**src/rtl/irq_stat_pkg.sv**
```systemverilog
package irq_stat_pkg;
  localparam int STAT_W      = 8;
  localparam int BIT_SIGEMPT = 7;
  localparam int BIT_RXOVF   = 6;
  localparam int BIT_ALLSENT = 5;
  localparam int BIT_TXUNDR  = 4;
  localparam int BIT_TXREADY = 0;

  // Events that survive the mode qualifiers
  function automatic logic [STAT_W-1:0] mode_qualify(
      input logic [STAT_W-1:0] evt, input logic hdlc, input logic sig_serial);
    logic [STAT_W-1:0] q;
    q = evt;
    q[BIT_ALLSENT] = evt[BIT_ALLSENT] & hdlc;
    q[BIT_SIGEMPT] = evt[BIT_SIGEMPT] & ~sig_serial;
    return q;
  endfunction

  // Masking policy: masked events only pass when visibility is on
  function automatic logic [STAT_W-1:0] mask_filter(
      input logic [STAT_W-1:0] evt, input logic [STAT_W-1:0] mask, input logic vis);
    return vis ? evt : (evt & ~mask);
  endfunction

  function automatic logic any_unmasked(
      input logic [STAT_W-1:0] stat, input logic [STAT_W-1:0] mask);
    return |(stat & ~mask);
  endfunction
endpackage

```
**src/rtl/irq_evt_gate.sv**
```systemverilog
module irq_evt_gate
  import irq_stat_pkg::*;
(
  input  logic              clk,
  input  logic              rst,
  input  logic [STAT_W-1:0] evt_i,
  input  logic [STAT_W-1:0] mask_i,
  input  logic              visible_i,
  input  logic              hdlc_mode_i,
  input  logic              sig_serial_en_i,
  output logic [STAT_W-1:0] accept_o
);
  logic [STAT_W-1:0] qualified;

  always_comb begin
    qualified = mode_qualify(evt_i, hdlc_mode_i, sig_serial_en_i);
    accept_o  = mask_filter(qualified, mask_i, visible_i);
  end

  assert_allsent_gate_R9: assert property (@(posedge clk) disable iff (rst)
    !hdlc_mode_i |-> !accept_o[BIT_ALLSENT]);
  assert_sigempty_gate_R10: assert property (@(posedge clk) disable iff (rst)
    sig_serial_en_i |-> !accept_o[BIT_SIGEMPT]);
  assert_masked_drop_R6: assert property (@(posedge clk) disable iff (rst)
    !visible_i |-> ((accept_o & mask_i) == '0));
endmodule

```
**src/rtl/irq_stat_bit.sv**
```systemverilog
module irq_stat_bit (
  input  logic clk,
  input  logic rst,
  input  logic set_i,
  input  logic clr_i,
  output logic q_o
);
  always_ff @(posedge clk) begin
    if (rst)        q_o <= 1'b0;
    else if (set_i) q_o <= 1'b1;
    else if (clr_i) q_o <= 1'b0;
  end

  assert_set_wins_R4: assert property (@(posedge clk) disable iff (rst)
    set_i |=> q_o);
  assert_sticky_R2: assert property (@(posedge clk) disable iff (rst)
    (q_o && !clr_i) |=> q_o);
  assert_clear_R3: assert property (@(posedge clk) disable iff (rst)
    (clr_i && !set_i) |=> !q_o);
endmodule

```
**src/rtl/irq_tx_lockout.sv**
```systemverilog
module irq_tx_lockout (
  input  logic clk,
  input  logic rst,
  input  logic underrun_i,
  input  logic rd_i,
  output logic lock_o
);
  always_ff @(posedge clk) begin
    if (rst)             lock_o <= 1'b0;
    else if (underrun_i) lock_o <= 1'b1;
    else if (rd_i)       lock_o <= 1'b0;
  end

  assert_lock_set_R11: assert property (@(posedge clk) disable iff (rst)
    underrun_i |=> lock_o);
  assert_lock_hold_R11: assert property (@(posedge clk) disable iff (rst)
    (lock_o && !rd_i) |=> lock_o);
  assert_lock_release_R11: assert property (@(posedge clk) disable iff (rst)
    (rd_i && !underrun_i) |=> !lock_o);
endmodule

```
**src/rtl/irq_status_reg.sv**
```systemverilog
module irq_status_reg
  import irq_stat_pkg::*;
(
  input  logic              clk,
  input  logic              rst,
  input  logic [STAT_W-1:0] evt_i,
  input  logic              visible_i,
  input  logic              hdlc_mode_i,
  input  logic              sig_serial_en_i,
  input  logic              mask_wr_en,
  input  logic [STAT_W-1:0] mask_wr_data,
  output logic [STAT_W-1:0] mask_o,
  input  logic              rd_en,
  output logic [STAT_W-1:0] rd_data,
  output logic              irq_o,
  output logic              summary_o,
  output logic              tx_lock_o
);
  logic [STAT_W-1:0] mask_q;
  logic [STAT_W-1:0] accepted;
  logic [STAT_W-1:0] status_q;
  logic              summary_q;
  logic              past_ok_q;

  always_ff @(posedge clk) begin
    if (rst)             mask_q <= '1;
    else if (mask_wr_en) mask_q <= mask_wr_data;
  end

  irq_evt_gate u_gate (
    .clk(clk), .rst(rst), .evt_i(evt_i), .mask_i(mask_q),
    .visible_i(visible_i), .hdlc_mode_i(hdlc_mode_i),
    .sig_serial_en_i(sig_serial_en_i), .accept_o(accepted)
  );

  for (genvar i = 0; i < STAT_W; i++) begin : g_bit
    irq_stat_bit u_bit (
      .clk(clk), .rst(rst), .set_i(accepted[i]), .clr_i(rd_en), .q_o(status_q[i])
    );
  end

  irq_tx_lockout u_lock (
    .clk(clk), .rst(rst), .underrun_i(evt_i[BIT_TXUNDR]), .rd_i(rd_en), .lock_o(tx_lock_o)
  );

  always_comb irq_o = any_unmasked(status_q, mask_q);

  always_ff @(posedge clk) begin
    if (rst) begin
      summary_q <= 1'b0;
      past_ok_q <= 1'b0;
    end else begin
      summary_q <= irq_o;
      past_ok_q <= 1'b1;
    end
  end

  assign rd_data   = status_q;
  assign mask_o    = mask_q;
  assign summary_o = summary_q;

  assert_summary_lag_R8: assert property (@(posedge clk) disable iff (rst)
    past_ok_q |-> (summary_o == $past(irq_o)));
  assert_masked_quiet_R7: assert property (@(posedge clk) disable iff (rst)
    ((rd_data & ~mask_o) == '0) |-> !irq_o);
  assert_visible_latch_R5: assert property (@(posedge clk) disable iff (rst)
    (visible_i && evt_i[BIT_RXOVF]) |=> rd_data[BIT_RXOVF]);
  assert_mask_write_R12: assert property (@(posedge clk) disable iff (rst)
    mask_wr_en |=> (mask_o == $past(mask_wr_data)));
endmodule

```
**config.mk**
```make
export PLATFORM = sky130hd
export DESIGN_NAME = irq_status_reg
export DESIGN_NICKNAME = d
export VERILOG_FILES = /design/src/rtl/irq_stat_pkg.sv /design/src/rtl/irq_evt_gate.sv /design/src/rtl/irq_stat_bit.sv /design/src/rtl/irq_tx_lockout.sv /design/src/rtl/irq_status_reg.sv
export SDC_FILE = /design/constraint.sdc
export NUM_CORES = 1
export LEC_CHECK = 0
export BUFFER_PORTS_ARGS = -buffer_cell sky130_fd_sc_hd__buf_4
export CAP_MARGIN = 0
export CORE_MARGIN = 3
export CORE_UTILIZATION = 48
export CTS_BUF_LIST = sky130_fd_sc_hd__clkbuf_8
export CTS_CLUSTER_DIAMETER = 80
export DETAILED_ROUTE_END_ITERATION = 12
export PLACE_DENSITY = 0.95
export SYNTH_ARGS = -nofsm -noshare
export SYNTH_HDL_FRONTEND = slang
export SYNTH_SLANG_ARGS = --single-unit
```
**constraint.sdc**
```tcl
create_clock -name clk -period 1.8 [get_ports clk]
set_clock_uncertainty 0.1 [all_clocks]
set_input_delay 0.18 -clock clk [delete_from_list [all_inputs] [get_ports clk]]
set_output_delay 0.18 -clock clk [all_outputs]
set_load 0.02 [all_outputs]
```
# Yosys cells after proc, flatten, opt, wreduce, memory -nomap -nowiden

Index checks and enable logic that the tools add are counted.
W data, S select, Z words.

Output and inout bits: 19
Logic and storage cells: 38
Input port bits: 23
Register bits: 18

Reduce and logical (&&, ||, !) cells: 10
Bitwise logic cells: 6
Mux-type cells: 11

Operators by type and width:

| cell               | count |
|---|---|
| $reduce_bool A2 Y1 | 9 |
| $and A8 B8 Y8      | 2 |
| $mux W1            | 10 |
| $mux W8            | 1 |
| $not A8 Y8         | 1 |
| $reduce_or A8 Y1   | 1 |
| $and A1 B1 Y1      | 2 |
| $not A1 Y1         | 1 |

# Logic depth before layout (Yosys ltp)

Gate-level depths: netlist of the first run.

Depth after elaboration: 5
Depth in mapped cells: 4
Depth with buffers taken out: 3

# By module

From an unflattened synthesis of the first run, not the netlist that was laid out.

Cell total of the unflattened synthesis: 88
Area total of the unflattened synthesis: 795.8 µm²

Modules (own cells, without submodules):

| module         | instances | cells each | area each (µm²) | seq. area each (µm²) |
|---|---|---|---|---|
| irq_status_reg | 1         | 41         | 372.9           | 180.2 |
| irq_stat_bit   | 8         | 4          | 38.8            | 20.0 |
| irq_evt_gate   | 1         | 11         | 73.8            | 0.0 |
| irq_tx_lockout | 1         | 4          | 38.8            | 20.0 |

# Worst setup path after synthesis of the first run

Ideal clock, no wire load.

Kind: register -> output
Start: reg mask_q[5] (netlist: mask_o[5])
End: out irq_o
Data arrival time: 1.352 ns
Stages on the path, launching flop included: 4
Required time: 1.520 ns
Slack: 0.168 ns
Path buffers: 0
Path through: dfxtp_1 > inv_1 > a22o_1 > or4_1

Longest elaborated chain between the ends: 3

Ends and longest elaborated chain:

| item                   | RTL line             | RTL |
|---|---|---|
| start, declared        | irq_status_reg.sv:19 | `logic [STAT_W-1:0] mask_q;` |
| start signal, assigned | irq_status_reg.sv:27 | `else if (mask_wr_en) mask_q <= mask_wr_data;` |
| $not A8 Y8             | irq_stat_pkg.sv:27   | `return \|(stat & ~mask);` |
| $and A8 B8 Y8          | irq_stat_pkg.sv:27   |  |
| $reduce_or A8 Y1       | irq_stat_pkg.sv:27   |  |
| end, declared          | irq_status_reg.sv:15 | `output logic irq_o,` |

Every way passes these cells.

# Worst setup path after layout of the first run

Same ends and word-level chain as after synthesis.

==> results_dict.tcl, run 1 <==
set metrics [dict create \
    worst_path_max_delay_cell "sky130_fd_sc_hd__or4_4" \
    placedCellCount 133 \
    maxCapViolations 0 \
    cts_tree "yes" \
    clk_latency_ps 260 \
    timing.final.max_slew_violations 0 \
    worst_hold_path_type "in -> reg" \
    worst_hold_slack_ps 45.3 \
    io_buffers 41 \
    maximum_fanout_encountered_on_the_critical_timing_path 2 \
    crit-reg2reg-capture "summary_o" \
    design_area_um2 1120 \
    die_width_um 45.4 \
    post_drt_wl_per_cell_um 15.2 \
    filler_cell_count 86 \
    crit_path_cell_trace "inv_2, a22o_1, or4_4, buf_6" \
    antenna_cells 0 \
    grt_pass1_vias 711 \
    startpoint_type_of_the_worst_setup_path "register" \
    synth_area_um2 744 \
    max_slew.worst_pin.slew_ps 251 \
    r2r_cells 4 \
    finish.cell_count_without_fillers 143 \
    max_slew_margin 0.832 \
    register_bit_total_from_synthesis 18 \
    antenna_left 0 \
    largest_net_degree_at_the_start_of_global_routing 17 \
    setup.worst_path.start "mask_o[5]" \
    peakVddDrop_uv 803 \
    run_status "finished with violations" \
    global_route.usage.total 0.234 \
    yosysUniqueCellTypes 16 \
    timing.setup.critical_path_class "reg -> out" \
    register_area_um2 369 \
    ys_seq_area_frac 0.484 \
    placementRows 13 \
    start_util 0.538 \
    clkSinkCount 18 \
    io_pins 42 \
    syn2layout_area_growth_pct 49.9 \
    fmaxAchievable_mhz 555 \
    yosys_warnings 0 \
    number_of_endpoints_failing_setup_at_the_final_stage 1 \
    arrival_ps 1520 \
    failed_checks "negative setup slack" \
    setup_repair_after_global_routing_missed_its_margin "yes" \
    post_route_cells_drive_above_1_share 0.492 \
    min_period_over_period 1.00 \
    leakage_power_summed_over_all_cells_nw 0.550 \
    cts_inserted_buffers 3 \
    worst_ep_required_time_ps 1520 \
    drt_first_iter_violations 31 \
    core-area_um2 1380 \
    cp-end-kind "output port" \
    drc 0 \
    cp-endpoint "irq_o" \
    cts_root_buf "sky130_fd_sc_hd__clkbuf_8" \
    hpwlAfterDp_mm 1.47 \
    worstReg2RegStart "mask_o[3]" \
    final_wl_mm 2.17 \
    detailroute.via_count 772 \
    power_mw 0.987 \
    die_y_um 45.4 \
    place.gp.congestion 0.796 \
    crit_cells 4 \
    period_needed_ps 1800 \
    grt-ovfl-total 0 \
    vias_per_cell 5.40 \
    global_route_wire_length_before_repair_mm 3.36 \
    clkTransAtPathRegs_ps 70 \
    initial_antenna_violation_count 0 \
    pwr_density_cell_nw_per_um2 884 \
    finish.net_count 152 \
    postLayoutSetupSlackWorst_ps -1.76 \
    cpPeakStageDelay_ps 540 \
    path_buf_inv 2 \
    ctsHtreeMaxLevel 1 \
    synthCells 88 \
    cpLargestDelayFamily "simple AND/OR/NAND/NOR gates" \
    multiInputGateArea_um2 275 \
    synth_area_per_cell_um2 8.46 \
    dpl_cell_area_um2 1000 \
    postSynthNetCount 111 \
    worst-r2r-setup-slack_ps 460 \
    hold_violation_total_from_the_final_report 0 \
    cts.path.max_buffers 2 \
    detailedRoute.firstPassIterationCount 4 \
    floorplan.die_area_um2 2060 \
]
==> worst reg2reg max path, stage by stage (launching register included) <==
cell and delay (ps):
sky130_fd_sc_hd__dfxtp_2 340, sky130_fd_sc_hd__inv_2 50, sky130_fd_sc_hd__a22o_1 210, sky130_fd_sc_hd__buf_4 130, sky130_fd_sc_hd__o41a_1 400
==> final cells by class <==
cell class / instances / share of cell area
clock buffer: 4 / 0.0493
inverter: 11 / 0.0370
multi-input combinational: 48 / 0.247
sequential: 18 / 0.331
tap: 15 / 0.0168
timing repair buffer: 47 / 0.320
==> flip-flops by register name, summed over array words and instances, names as in the netlist <==
name	count
g_bit.u_bit.q_o	8
mask_o	8
summary_o	1
u_lock.lock_o	1
==> kinds of logic (layout without fill, tap and decap cells) <==
family / Yosys count / count (layout) / synth area share
simple gates: 19 / 19 / 0.106
compound gates: 29 / 29 / 0.259
buf+inv: 22 / 62 / 0.151
flops: 18 / 18 / 0.484
==> layer usage <==
layer	routed length (µm)	vias to the layer above	share of wire	global-route usage
met1	890	362	0.41	0.289
met5	0	-	0	0
met4	31	0	0.014	0.0760
met2	1080	33	0.50	0.370
li1	-	372	-	-
met3	166	5	0.077	0.0909
==> synth_stat cells (all sizes together) <==
cell     n  area share
o41a     1       0.015
buf      8       0.081
o211ai   9       0.091
clkinv   2       0.010
or2b     1       0.010
or4      1       0.010
nor2     2       0.010
a21oi    8       0.054
a22o     4       0.047
dfxtp   18        0.48
o21ai    6       0.040
clkbuf   3       0.015
a32oi    1       0.012
inv      9       0.045
nand2   15       0.076
==> report_power, final <==
group	internal, mW	switching, mW	total, mW	leakage [nW]
Sequential	0.428	0.0190	0.447	0.148
Combinational	0.106	0.106	0.212	0.373
Clock	0.194	0.134	0.328	0.0288
Total	0.728	0.259	0.987	0.550
==> what timing repair did <==
item,4_1_cts,5_1_grt
resized for setup,12,0
pin swaps,4,3
cloned,0,0
setup endpoints to repair,1,1
buffers inserted,3,3
hold buffers,0,0
==> worst min-delay path by stage <==
| stage | startpoint | endpoint | cells past startpoint |
|---|---|---|---|
| 6_report | evt_i[4] | u_lock.lock_o | 3 |
| 3_3_place_gp | mask_wr_data[3] | mask_o[3] | 3 |
| 3_5_place_dp | mask_wr_data[3] | mask_o[3] | 3 |
| 2_1_floorplan | evt_i[4] | u_lock.lock_o | 2 |
| 5_1_grt | mask_wr_data[5] | mask_o[5] | 3 |
| 4_1_cts | evt_i[4] | u_lock.lock_o | 3 |
==> cells in the final DEF (no fill, tap or decap) <==
cell,n
sky130_fd_sc_hd__buf_4,46
sky130_fd_sc_hd__nand2_1,15
sky130_fd_sc_hd__dfxtp_1,11
sky130_fd_sc_hd__o211ai_1,9
sky130_fd_sc_hd__a21oi_1,8
sky130_fd_sc_hd__dfxtp_2,7
sky130_fd_sc_hd__o21ai_0,6
sky130_fd_sc_hd__inv_1,5
sky130_fd_sc_hd__inv_2,4
sky130_fd_sc_hd__a22o_1,4
sky130_fd_sc_hd__clkbuf_8,4
sky130_fd_sc_hd__clkinv_1,2
sky130_fd_sc_hd__nor2_1,2
sky130_fd_sc_hd__or4_4,1
sky130_fd_sc_hd__o41a_1,1
sky130_fd_sc_hd__or2b_1,1
sky130_fd_sc_hd__a32oi_1,1
sky130_fd_sc_hd__buf_6,1
==> metrics by stage <==
stage,setup TNS [ps],util,worst slack (ps)
2_1_floorplan,0,-,168
3_3_place_gp,0,0.723,241
3_5_place_dp,0,0.723,201
4_1_cts,0,0.791,0.426
5_1_grt,-36.2,0.807,-36.2
6_report,-1.76,0.807,-1.76
Note: power is estimated with default switching activity, not from simulation.
==> run 2, diff against run 1 <==
Settings changed: CORE_UTILIZATION 48 to 49, SYNTH_HIERARCHICAL from default to 1.
==> results_dict.tcl, run 2 <==
set metrics [dict create \
    timing.final.max_slew_violations 0 \
    clk_latency_ps 250 \
    peakVddDrop_uv 489 \
    p_sw_frac 0.272 \
    drt_first_iter_violations 10 \
    mostFrequentLayoutCells "sky130_fd_sc_hd__buf_4, sky130_fd_sc_hd__inv_1, sky130_fd_sc_hd__dfxtp_1" \
    final_wl_mm 2.18 \
    vias_per_cell 5.20 \
    met2_length_mm 1.16 \
    register_area_um2 360 \
    clkTransAtPathRegs_ps 70 \
    min_period_over_period 0.975 \
    sequentialPowerShare 0.484 \
    hold_violation_total_from_the_final_report 0 \
    io_pins 42 \
    design_area_um2 1160 \
    comb_power_share 0.214 \
    power_report.internal_total_mw 0.669 \
    hpwlAfterDp_mm 1.63 \
    number_of_endpoints_failing_setup_at_the_final_stage 0 \
    post_cts.repair.setup_buffers 0 \
    synth.area.top_cells "sky130_fd_sc_hd__dfxtp_1, sky130_fd_sc_hd__mux2i_1, sky130_fd_sc_hd__a21oi_2" \
    synthCells 88 \
    post_drt_wl_per_cell_um 15.0 \
    cp-endpoint "irq_o" \
    filler_cell_count 91 \
    yosysUniqueCellTypes 16 \
    fmaxAchievable_mhz 570 \
    wire_length_on_met1_um 868 \
    post_cts.resized_instances 0 \
    netSwitchingPower_mw 0.250 \
    synth_top_area_share 0.453 \
    maximum_fanout_encountered_on_the_critical_timing_path 4 \
    register_bit_total_from_synthesis 18 \
    grt-ovfl-total 0 \
    postSynthNetCount 111 \
    cpPeakStageDelay_ps 550 \
    placementRows 13 \
    max_slew_margin 0.816 \
    post_route_setup_tns_ps 0 \
    ys_seq_area_frac 0.453 \
    largest_net_degree_at_the_start_of_global_routing 11 \
    detailedRoute.firstPassIterationCount 4 \
    setup.worst_path.start "mask_o[4]" \
    global_route_wire_length_before_repair_mm 3.35 \
    core-area_um2 1420 \
    ys.flop_type "sky130_fd_sc_hd__dfxtp_1" \
    synth.top_cells.by_count "sky130_fd_sc_hd__dfxtp_1, sky130_fd_sc_hd__inv_1, sky130_fd_sc_hd__a21oi_2, sky130_fd_sc_hd__nand2_1, sky130_fd_sc_hd__nand2b_1" \
    ctsHtreeMaxLevel 1 \
    largest_area_contributor_in_the_netlist "sky130_fd_sc_hd__dfxtp_1" \
    setup_repair_after_global_routing_missed_its_margin "no" \
    start_util 0.562 \
    worst_path_max_delay_cell "sky130_fd_sc_hd__or4_1" \
    cts_hold_buf 0 \
    place_worst_setup_slack_ps 363 \
    leakage_power_summed_over_all_cells_nw 0.543 \
    clkSinkCount 18 \
    cts_tree "yes" \
    pwr_density_cell_nw_per_um2 794 \
    worstReg2RegStart "mask_o[4]" \
    most_frequent_standard_cell_in_the_layout_excluding_fill_and_tap_cells "sky130_fd_sc_hd__buf_4" \
    post_route_cells_drive_above_1_share 0.420 \
    synth_area_um2 796 \
    initial_antenna_violation_count 0 \
    worst_hold_path_type "in -> reg" \
    antenna_cells 0 \
    timing.setup.critical_path_class "reg -> out" \
    antenna_left 0 \
    cts_root_buf "sky130_fd_sc_hd__clkbuf_8" \
    place.gp.congestion 0.760 \
    die_y_um 46.3 \
    run_status "finished clean" \
    cp-end-kind "output port" \
    cts.path.max_buffers 2 \
    yosys_warnings 6 \
    async_flop_share 0 \
    detailroute.via_count 759 \
    io_buffers 41 \
    syn2layout_area_growth_pct 45.6 \
    maxCapViolations 0 \
    synth_area_per_cell_um2 9.04 \
    top_layer "met4" \
    grt_pass1_vias 780 \
    multiInputGateArea_um2 355 \
    route.met3.wl_um 135 \
    crit-reg2reg-capture "summary_o" \
    finish.net_count 156 \
    cts_inserted_buffers 3 \
    crit_path_cell_trace "o22ai_1, or4_1, buf_4" \
    clockPowerShare 0.302 \
    drc 0 \
    synth_enable_flop_cells 0 \
    max_slew.worst_pin.slew_ps 274 \
    startpoint_type_of_the_worst_setup_path "register" \
    global_route.usage.total 0.224 \
    arrival_ps 1470 \
    period_needed_ps 1750 \
    die_width_um 46.3 \
    worst_ep_required_time_ps 1520 \
    worst-r2r-setup-slack_ps 670 \
    floorplan.die_area_um2 2140 \
    postLayoutSetupSlackWorst_ps 45.4 \
    r2r_cells 2 \
    dpl_cell_area_um2 1120 \
]
-- run 2: changes by cell type in the layout (fill, tap and decap cells not counted), sizes merged, moves of 4 or more --
cell,delta
inv,+10
nand2b,+9
o211ai,-9
mux2i,+8
a21boi,+6
buf,-6
nand2,-6
o21ai,-6
a22o,-4
o22ai,+4
-- run 2: how the worst min path moves through the flow --
| stage | start | to | slack [ps] | cells after the start |
|---|---|---|---|---|
| global placement | mask_wr_data[6] | mask_o[6] | 290 | 3 |
| global route | mask_wr_data[1] | mask_o[1] | 50 | 3 |
| finish | mask_wr_data[6] | mask_o[6] | 50 | 3 |
| floorplan | rst | g_bit[0].u_bit/q_o | 140 | 1 |
| CTS | mask_wr_data[1] | mask_o[1] | 50 | 3 |
| detailed placement | mask_wr_data[3] | mask_o[3] | 310 | 3 |
-- run 2: final cells by class --
cell class | count | share of cell area
clock buffers | 3 | 0.0356
inverters | 20 | 0.0648
multi-input cells | 49 | 0.307
flip-flops and latches | 18 | 0.311
well taps | 15 | 0.0162
repair buffers | 41 | 0.266
-- run 2: critical path: cells and delay by family (launching register included) --
kind | cells | cell delay, ps
and+or+nand+nor | 1 | 550
DFF | 1 | 370
buffers and inverters | 1 | 180
AOI/OAI and AO/OA | 1 | 130
-- run 2: kinds of logic after synthesis --
kind of cell           synth area share
muxes                             0.101
and+or+nand+nor                   0.123
DFF                               0.453
AOI/OAI and AO/OA                 0.223
buffers and inverters             0.101
-- run 2: per-stage QoR --
| stage | std cells | hold slack, ps | utilization | power [mW] |
|---|---|---|---|---|
| 2_1_floorplan | 88 | 142 | - | 0.547 |
| 3_3_place_gp | 143 | 294 | 0.790 | 0.642 |
| 3_5_place_dp | 143 | 306 | 0.790 | 0.649 |
| 4_1_cts | 146 | 46.5 | 0.819 | 0.923 |
| 5_1_grt | 146 | 46.7 | 0.819 | 0.955 |
| 6_report | 146 | 45.5 | 0.819 | 0.920 |
-- run 2: routing by layer --
layer,global-route usage,up-vias
li1,-,370
met1,0.237,358
met2,0.429,27
met3,0.0508,4
met4,0.0682,0
met5,0,-
-- run 2: power groups by stage --
stage,combinational (mW),sequential [mW],clock [mW]
2_1_floorplan,0.0669,0.480,0
3_3_place_gp,0.191,0.451,0
3_5_place_dp,0.196,0.453,0
4_1_cts,0.199,0.444,0.280
5_1_grt,0.210,0.447,0.297
6_report,0.197,0.445,0.278
